$ cat src/rtl/isa_sram_pkg.sv
package isa_sram_pkg;

  localparam int LA_W   = 7;   // LA[23:17]
  localparam int MB_W   = 4;   // LA[23:20] select the megabyte
  localparam int CFG_W  = 4;
  localparam int BASE_W = 3;   // cfg bits holding the base megabyte
  localparam int SINGLE_BIT = 3;

  typedef logic [MB_W-1:0] mb_idx_t;

  // Megabyte field of the upper address (bits below it are don't-care).
  function automatic mb_idx_t mb_of(logic [LA_W-1:0] la_v);
    return la_v[LA_W-1 -: MB_W];
  endfunction

  // Megabyte window assigned to a bank under a switch setting.
  function automatic mb_idx_t window_of(logic [CFG_W-1:0] cfg, int unsigned bank);
    return MB_W'(cfg[BASE_W-1:0]) + MB_W'(bank);
  endfunction

  // Whether a bank is allowed to answer under a switch setting.
  function automatic logic bank_allowed(logic [CFG_W-1:0] cfg, int unsigned bank);
    return !(cfg[SINGLE_BIT] && (bank != 0));
  endfunction

endpackage

$ cat src/rtl/isa_la_latch.sv
module isa_la_latch
  import isa_sram_pkg::*;
(
  input  logic            clk,
  input  logic            rst_n,
  input  logic            ale,
  input  logic [LA_W-1:0] la,
  output logic [LA_W-1:0] la_eff,
  output logic            la_valid
);

  logic [LA_W-1:0] la_hold;
  logic            seen_ale;

  always_ff @(posedge clk or negedge rst_n) begin
    if (!rst_n) begin
      la_hold  <= '0;
      seen_ale <= 1'b0;
    end else if (ale) begin
      la_hold  <= la;
      seen_ale <= 1'b1;
    end
  end

  // Transparent while ALE is high, holding afterwards.
  assign la_eff   = ale ? la : la_hold;
  assign la_valid = ale | seen_ale;

endmodule

$ cat src/rtl/isa_bank_match.sv
module isa_bank_match
  import isa_sram_pkg::*;
#(
  parameter int NUM_BANKS = 2
) (
  input  logic [LA_W-1:0]      la_eff,
  input  logic                 la_valid,
  input  logic [CFG_W-1:0]     cfg_sw,
  output logic [NUM_BANKS-1:0] bank_hit
);

  mb_idx_t mb_now;
  assign mb_now = mb_of(la_eff);

  for (genvar b = 0; b < NUM_BANKS; b++) begin : g_bank
    assign bank_hit[b] = la_valid
                       && bank_allowed(cfg_sw, b)
                       && (mb_now == window_of(cfg_sw, b));
  end

endmodule

$ cat src/rtl/isa_sram_ctl.sv
module isa_sram_ctl #(
  parameter int NUM_BANKS = 2
) (
  input  logic [NUM_BANKS-1:0] bank_hit,
  input  logic                 sa0,
  input  logic                 sbhe_n,
  input  logic                 memr_n,
  input  logic                 memw_n,
  output logic [NUM_BANKS-1:0] ce_lo_n,
  output logic [NUM_BANKS-1:0] ce_hi_n,
  output logic                 oe_n,
  output logic                 we_n,
  output logic                 buf_en_n,
  output logic                 buf_dir,
  output logic                 any_hit,
  output logic                 strobe_act
);

  logic rd_act, wr_act;

  assign any_hit    = |bank_hit;
  assign rd_act     = !memr_n;
  assign wr_act     = !memw_n;
  assign strobe_act = rd_act | wr_act;

  for (genvar b = 0; b < NUM_BANKS; b++) begin : g_lane
    assign ce_lo_n[b] = !(bank_hit[b] && strobe_act && !sa0);
    assign ce_hi_n[b] = !(bank_hit[b] && strobe_act && !sbhe_n);
  end

  assign oe_n     = !(any_hit && rd_act);
  assign we_n     = !(any_hit && wr_act);
  assign buf_en_n = !(any_hit && strobe_act);
  assign buf_dir  = any_hit && rd_act;

endmodule

$ cat src/rtl/isa_sram_decoder.sv
module isa_sram_decoder
  import isa_sram_pkg::*;
#(
  parameter int NUM_BANKS = 2,
  parameter int SA_W      = 20,
  localparam int RA_W     = SA_W - 1
) (
  input  logic                 clk,
  input  logic                 rst_n,
  input  logic [LA_W-1:0]      la,
  input  logic [SA_W-1:0]      sa,
  input  logic                 sbhe_n,
  input  logic                 memr_n,
  input  logic                 memw_n,
  input  logic                 ale,
  input  logic [CFG_W-1:0]     cfg_sw,
  output logic                 memcs16_oe,
  output logic [RA_W-1:0]      ram_addr,
  output logic [NUM_BANKS-1:0] ce_lo_n,
  output logic [NUM_BANKS-1:0] ce_hi_n,
  output logic                 oe_n,
  output logic                 we_n,
  output logic                 buf_en_n,
  output logic                 buf_dir
);

  logic [LA_W-1:0]      la_eff;
  logic                 la_valid;
  logic [NUM_BANKS-1:0] bank_hit;
  logic                 any_hit;
  logic                 strobe_act;

  isa_la_latch u_latch (
    .clk      (clk),
    .rst_n    (rst_n),
    .ale      (ale),
    .la       (la),
    .la_eff   (la_eff),
    .la_valid (la_valid)
  );

  isa_bank_match #(.NUM_BANKS(NUM_BANKS)) u_match (
    .la_eff   (la_eff),
    .la_valid (la_valid),
    .cfg_sw   (cfg_sw),
    .bank_hit (bank_hit)
  );

  isa_sram_ctl #(.NUM_BANKS(NUM_BANKS)) u_ctl (
    .bank_hit   (bank_hit),
    .sa0        (sa[0]),
    .sbhe_n     (sbhe_n),
    .memr_n     (memr_n),
    .memw_n     (memw_n),
    .ce_lo_n    (ce_lo_n),
    .ce_hi_n    (ce_hi_n),
    .oe_n       (oe_n),
    .we_n       (we_n),
    .buf_en_n   (buf_en_n),
    .buf_dir    (buf_dir),
    .any_hit    (any_hit),
    .strobe_act (strobe_act)
  );

  // The select comes from the upper-address decode only, never from the strobes.
  assign memcs16_oe = any_hit;
  assign ram_addr   = sa[SA_W-1:1];

endmodule

$ cat config.mk
export PLATFORM = sky130hd
export DESIGN_NAME = isa_sram_decoder
export DESIGN_NICKNAME = d
export VERILOG_FILES = /design/src/rtl/isa_sram_pkg.sv /design/src/rtl/isa_la_latch.sv /design/src/rtl/isa_bank_match.sv /design/src/rtl/isa_sram_ctl.sv /design/src/rtl/isa_sram_decoder.sv
export SDC_FILE = /design/constraint.sdc
export NUM_CORES = 1
export LEC_CHECK = 0
export BUFFER_PORTS_ARGS = -buffer_cell sky130_fd_sc_hd__buf_2
export CAP_MARGIN = 20
export CORE_MARGIN = 4
export CORE_UTILIZATION = 32
export DETAILED_ROUTE_END_ITERATION = 8
export HOLD_SLACK_MARGIN = 0.12
export PLACE_DENSITY_LB_ADDON = 0.1
export SYNTH_ARGS = -nofsm -noshare
export SYNTH_HDL_FRONTEND = slang
export SYNTH_SLANG_ARGS = --single-unit
$ cat constraint.sdc
create_clock -name clk -period 1.36 [get_ports clk]
set_input_delay 0.136 -clock clk [delete_from_list [all_inputs] [get_ports clk]]
set_output_delay 0.136 -clock clk [all_outputs]
set_load 0.01 [all_outputs]
======== After elaboration in Yosys (flattened, before gate mapping) ========
Cells that the tools add are included.
word-level totals
  bits in registers ....................... 8
  word-level logic and storage cells ...... 34
operators by class
  add/subtract/negate cells ............... 1
  equality and inequality tests ........... 2
  multiplexer cells ....................... 1
  bitwise logic cells ..................... 2
  reductions and logical operators ........ 25
operators with widths
  cell                   count
  $logic_and A1 B1 Y1    12
  $logic_not A1 Y1       12
  $mux W7                1
  $add A3 B1 Y4 const B  1
  $eq A4 B3 Y1           1
  $eq A4 B4 Y1           1
  $or A1 B1 Y1           2
  $reduce_or A2 Y1       1

======== Depth between registers and ports, before layout ========
  depth after elaboration ................. 6
  gate-level depth with buffers ........... 5
  depth with buffers taken out ............ 5

======== Hierarchy ========
From an unflattened synthesis, not the netlist that was laid out.
unflattened totals
  cells, all modules ...................... 62
  area total of the unflattened synthesis .. 649.4 um2
by module, submodules not included
  module            instances  cells an instance  area each (um2)  seq. area each (um2)
  isa_la_latch      1          18                 329.1            200.2
  isa_sram_decoder  1          19                 142.6            0.0
  isa_bank_match    1          14                 112.6            0.0
  isa_sram_ctl      1          11                 65.1             0.0

======== Worst setup path before layout ========
OpenSTA, ideal clock, no wires.
  kind .................................... register to output
  from .................................... register u_latch.la_hold[4]
  to ...................................... output port buf_dir
  arrival time ............................ 1364 ps
  required time ........................... 1224 ps
  slack ................................... -140 ps
  stages on the path, launching flop included .. 5
  buffers on the path ..................... 0
  cells stage by stage .................... dfrtp_1 -> mux2_2 -> xor2_1 -> nor4_4 -> a22o_1
between the ends
  cells in the longest elaborated chain, start to end .. 5
  elaborated cells on any way between the ends .. 7
ends and longest elaborated chain
  item                                                 line                    source
  from (decl)                                          isa_la_latch.sv:12      logic [LA_W-1:0] la_hold;
  from (signal assigned)                               isa_la_latch.sv:20      la_hold <= la;
  $mux W7 (*)                                          --
  named net la_eff[4]                                  isa_sram_decoder.sv:27  logic [LA_W-1:0] la_eff;
  $eq A4 B3 Y1 / $eq A4 B4 Y1 (equally long branches)  isa_bank_match.sv:18    && (mb_now == window_of(cfg_sw, b));
  $logic_and A1 B1 Y1                                  isa_bank_match.sv:18
  $reduce_or A2 Y1 (*)                                 isa_sram_ctl.sv:21      assign any_hit = |bank_hit;
  $logic_and A1 B1 Y1 (*)                              isa_sram_ctl.sv:34      assign buf_dir = any_hit && rd_act;
  to (decl)                                            isa_sram_decoder.sv:24  output logic buf_dir
The timed path passes the listed nets; every way through them passes the cells marked *.

======== Worst setup path after layout ========
  from .................................... register u_latch.la_hold[6]
  to ...................................... output port buf_dir
between the ends
  cells in the longest elaborated chain, start to end .. 5
  elaborated cells on any way between the ends .. 7
ends and longest elaborated chain
  item                                                 line
  $mux W7 (*)                                          --
  $eq A4 B3 Y1 / $eq A4 B4 Y1 (equally long branches)  isa_bank_match.sv:18
  $logic_and A1 B1 Y1                                  isa_bank_match.sv:18
  $reduce_or A2 Y1 (*)                                 isa_sram_ctl.sv:21
  $logic_and A1 B1 Y1 (*)                              isa_sram_ctl.sv:34
Every way passes the cells marked *; elsewhere a longest branch is shown, timed or not.

==> impl_metrics.yaml <==
clocking:
  cts_max_level: 1
  worst_skew_pair.late_latency_ps: 240
  cts_inserted_buffers: 3
  cts.root.buffer_cell: "clkbuf_4"
  number_of_buffers_between_clock_root_and_the_deepest_sink: 2
  reg_clk_slew_reported_paths_ps: 40
  tritoncts_clock_tree: "done"
  cts.sink_count: 5
floorplan:
  die_y_um: 53.3
  starting_density_of_the_core: 0.334
  design.portCount: 65
  placement_rows: 16
  placeableCoreArea_um2: 1960
  die-area_um2: 2840
  die-width_um: 53.3
logic_synthesis:
  synth_warnings: 0
  synth.avg_cell_area_um2: 9.64
  syn_area_um2: 656
  synth-seq-area-share: 0.191
  yosys_register_bits: 5
  syn-instance-count: 68
  synthesis.nets: 106
  synth_cell_types: 28
placed_design:
  final_replace_weighted_congestion: 0.679
  buffer_ports.inserted: 23
  dp.final_hpwl_um: 1160
  place.detailed.instances: 106
  pre_cts_slack_ps: -333
finish:
  layout.nets: 125
  regArea_um2: 125
  multi_input_gate_area_in_the_final_layout_um2: 412
  postLayoutCoreUtil: 0.429
  post_route_cells_drive_above_1_share: 0.640
  num-fill-cells: 215
  final_cells: 113
  area.growth.synth_to_final_pct: 28.4
  n_antenna_cell: 0
critical_path:
  crit_chain: "mux2i_2 > xor2_1 > nor4b_4 > buf_6 > a22o_1 > buf_2"
  timing.rr.end: "u_latch.la_hold[6]"
  timing.critical_path.required_ps: 1220
  end_kind: "output pin"
  setup_crit_start_kind: "flop"
  timing.critical_path.slowest_stage_cell: "dfrtp_1"
  worst-endpoint-arrival_ps: 1690
  setup.reg_to_reg.worst_slack_ps: 390
  r2r-start: "u_latch.la_hold[6]"
  crit_path_max_fanout: 7
  slowest_delay_ps: 380
  critPathKind: "flop to output pin"
  worst_r2r_path_depth: 4
sta:
  worst_slew_pin_slew_ps: 313
  report.final.slew_viol_count: 0
  timing.setup.tns_ps: -3800
  slew_headroom: 0.791
  finalCritPeriodShare: 1.34
  grt_setup_unrepaired: "true"
  final_hold_viol_count: 0
  finalSetupViolCount: 9
  clock_skew_ps: 0
  peak_freq_ghz: 0.548
  final_critical_path_setup_slack_ps: -465
  finalCriticalPeriod_ps: 1830
hold_path:
  hold_path_start: "la[3]"
  worstHoldEndpoint: "u_latch.la_hold[3]"
  min_path_cells: 3
  hp_class: "input pin to flop"
power:
  power_density_over_the_cells_nw_per_um2: 747
  leakage_nw: 0.379
  post-layout-total-power_mw: 0.629
  vdd.ir_drop.worst_mv: 0.399
routing:
  avgRoutedWirePerCell_um: 12.7
  vias: 495
  antenna_left: 0
  routed_via_density: 4.38
  routed_wl_um: 1440
  first_pass_iters: 2
  detail_route.iter0.violations: 3
  residual_drc_count: 0
global_route:
  grt_pass1_wl_um: 2350
  grt_util_all_layers: 0.118
  grt_antenna_before_repair: 0
  grt_start_max_net_pins: 8
  global_route.overflow_total: 0
  grt_pass1_vias: 522
run_status:
  run_status: "finished with violations"
  violations_in_the_final_reports: "negative setup slack"
run:
  reported_max_cap_violation_count: 0
registers in the layout, summed over array words and instances (netlist names):
| register | flops |
|---|---|
| u_latch.la_hold | 4 |
| u_latch.seen_ale | 1 |
routing by layer:
layer,wire (µm),GRT usage,vias to the layer above
met3,151,0.0620,2
met4,12,0.0468,0
li1,-,-,249
met1,551,0.140,220
met5,0,0,-
met2,721,0.178,24
power by group:
part / internal [mW] / switching (mW)
clock: 0.111 / 0.0583
combinational: 0.154 / 0.135
sequential: 0.161 / 0.00935
cell usage after synthesis:
master   number  area [µm²]
a21bo_2       1        10.0
a21o_2        1        8.76
a21oi_1       3        15.0
a22o_1        1        8.76
a22oi_1       3        22.5
and3b_2       1        10.0
buf_4        19         143
buf_6         1        11.3
dfrtp_1       5         125
ha_1          1        12.5
inv_1         5        18.8
mux2_2        1        11.3
mux2i_1       1        10.0
mux2i_4       2        45.0
nand2_1       4        15.0
nand3_1       3        15.0
nor2_1        2        7.51
nor2b_1       2        12.5
nor3b_1       1        7.51
nor4_4        1        21.3
nor4b_4       1        23.8
o21ai_0       1        5.00
o32ai_1       1        8.76
or2_2         1        6.26
xnor2_1       1        8.76
xnor2_2       2        32.5
xnor3_1       1        22.5
xor2_1        2        17.5
stage by stage:
stage / cell area, µm² / hold WS, ps
after floorplan: 668 / -160
after global placement: 723 / -39.7
after detailed placement: 723 / -39.7
after CTS: 798 / 161
after global routing: 842 / 172
final: 842 / 165
worst max-delay path by stage:
| stage | start | end | slack [ps] | cells after the start |
|---|---|---|---|---|
| final | u_latch.la_hold[6] | buf_dir | -470 | 6 |
| after global routing | u_latch.la_hold[6] | buf_dir | -560 | 6 |
| after CTS | u_latch.la_hold[6] | buf_dir | -470 | 6 |
| after detailed placement | ale | buf_dir | -330 | 6 |
| after global placement | ale | buf_dir | -320 | 6 |
| after floorplan | u_latch.la_hold[4] | buf_dir | -60 | 4 |
worst max-delay path: cells and delay by family (launching register included):
kind            cells  cell delay (ps)
compound gates      1              120
simple gates        1              280
xor+xnor            1              140
flops               1              380
buf+inv             2              290
mux                 1              220
placed cells by master, fill, tap and decap left out, drive strengths merged, types with 2 or more instances in the layout:
master  netlist  routed
xor2          2       2
dfrtp         5       5
xnor2         3       3
inv           5       5
nand2         4       4
nor2b         2       2
clkbuf        0       4
mux2i         3       3
nor2          2       2
a21oi         3       3
nand3         3       3
buf          20      33
a22oi         3       3
logic make-up (layout without fill, tap and decap cells):
family / Yosys count / in the layout / synth area share
AOI/OAI and AO/OA: 11 / 11 / 0.120
xor gates and xnor gates: 6 / 6 / 0.124
adders and majority gates: 1 / 1 / 0.0191
buffers and inverters: 25 / 43 / 0.263
DFF: 5 / 5 / 0.191
muxes: 4 / 4 / 0.101
and+or+nand+nor: 16 / 16 / 0.181
final cells by class:
| cell class | instances | share of cell area |
|---|---|---|
| tap | 27 | 0.0401 |
| multi-input combinational | 38 | 0.489 |
| sequential | 5 | 0.149 |
| inverter | 5 | 0.0223 |
| timing repair buffer | 34 | 0.269 |
| clock buffer | 4 | 0.0312 |
timing repair:
| item | 4_1_cts | 5_1_grt |
|---|---|---|
| endpoints found under the hold margin | 5 | 0 |
| pin swaps | 4 | 3 |
| endpoints found under the setup margin | 9 | 9 |
| setup buffers | 3 | 0 |
| resized for setup | 5 | 8 |
| hold buffers | 1 | 0 |
Power figures use the tool's default switching activity.
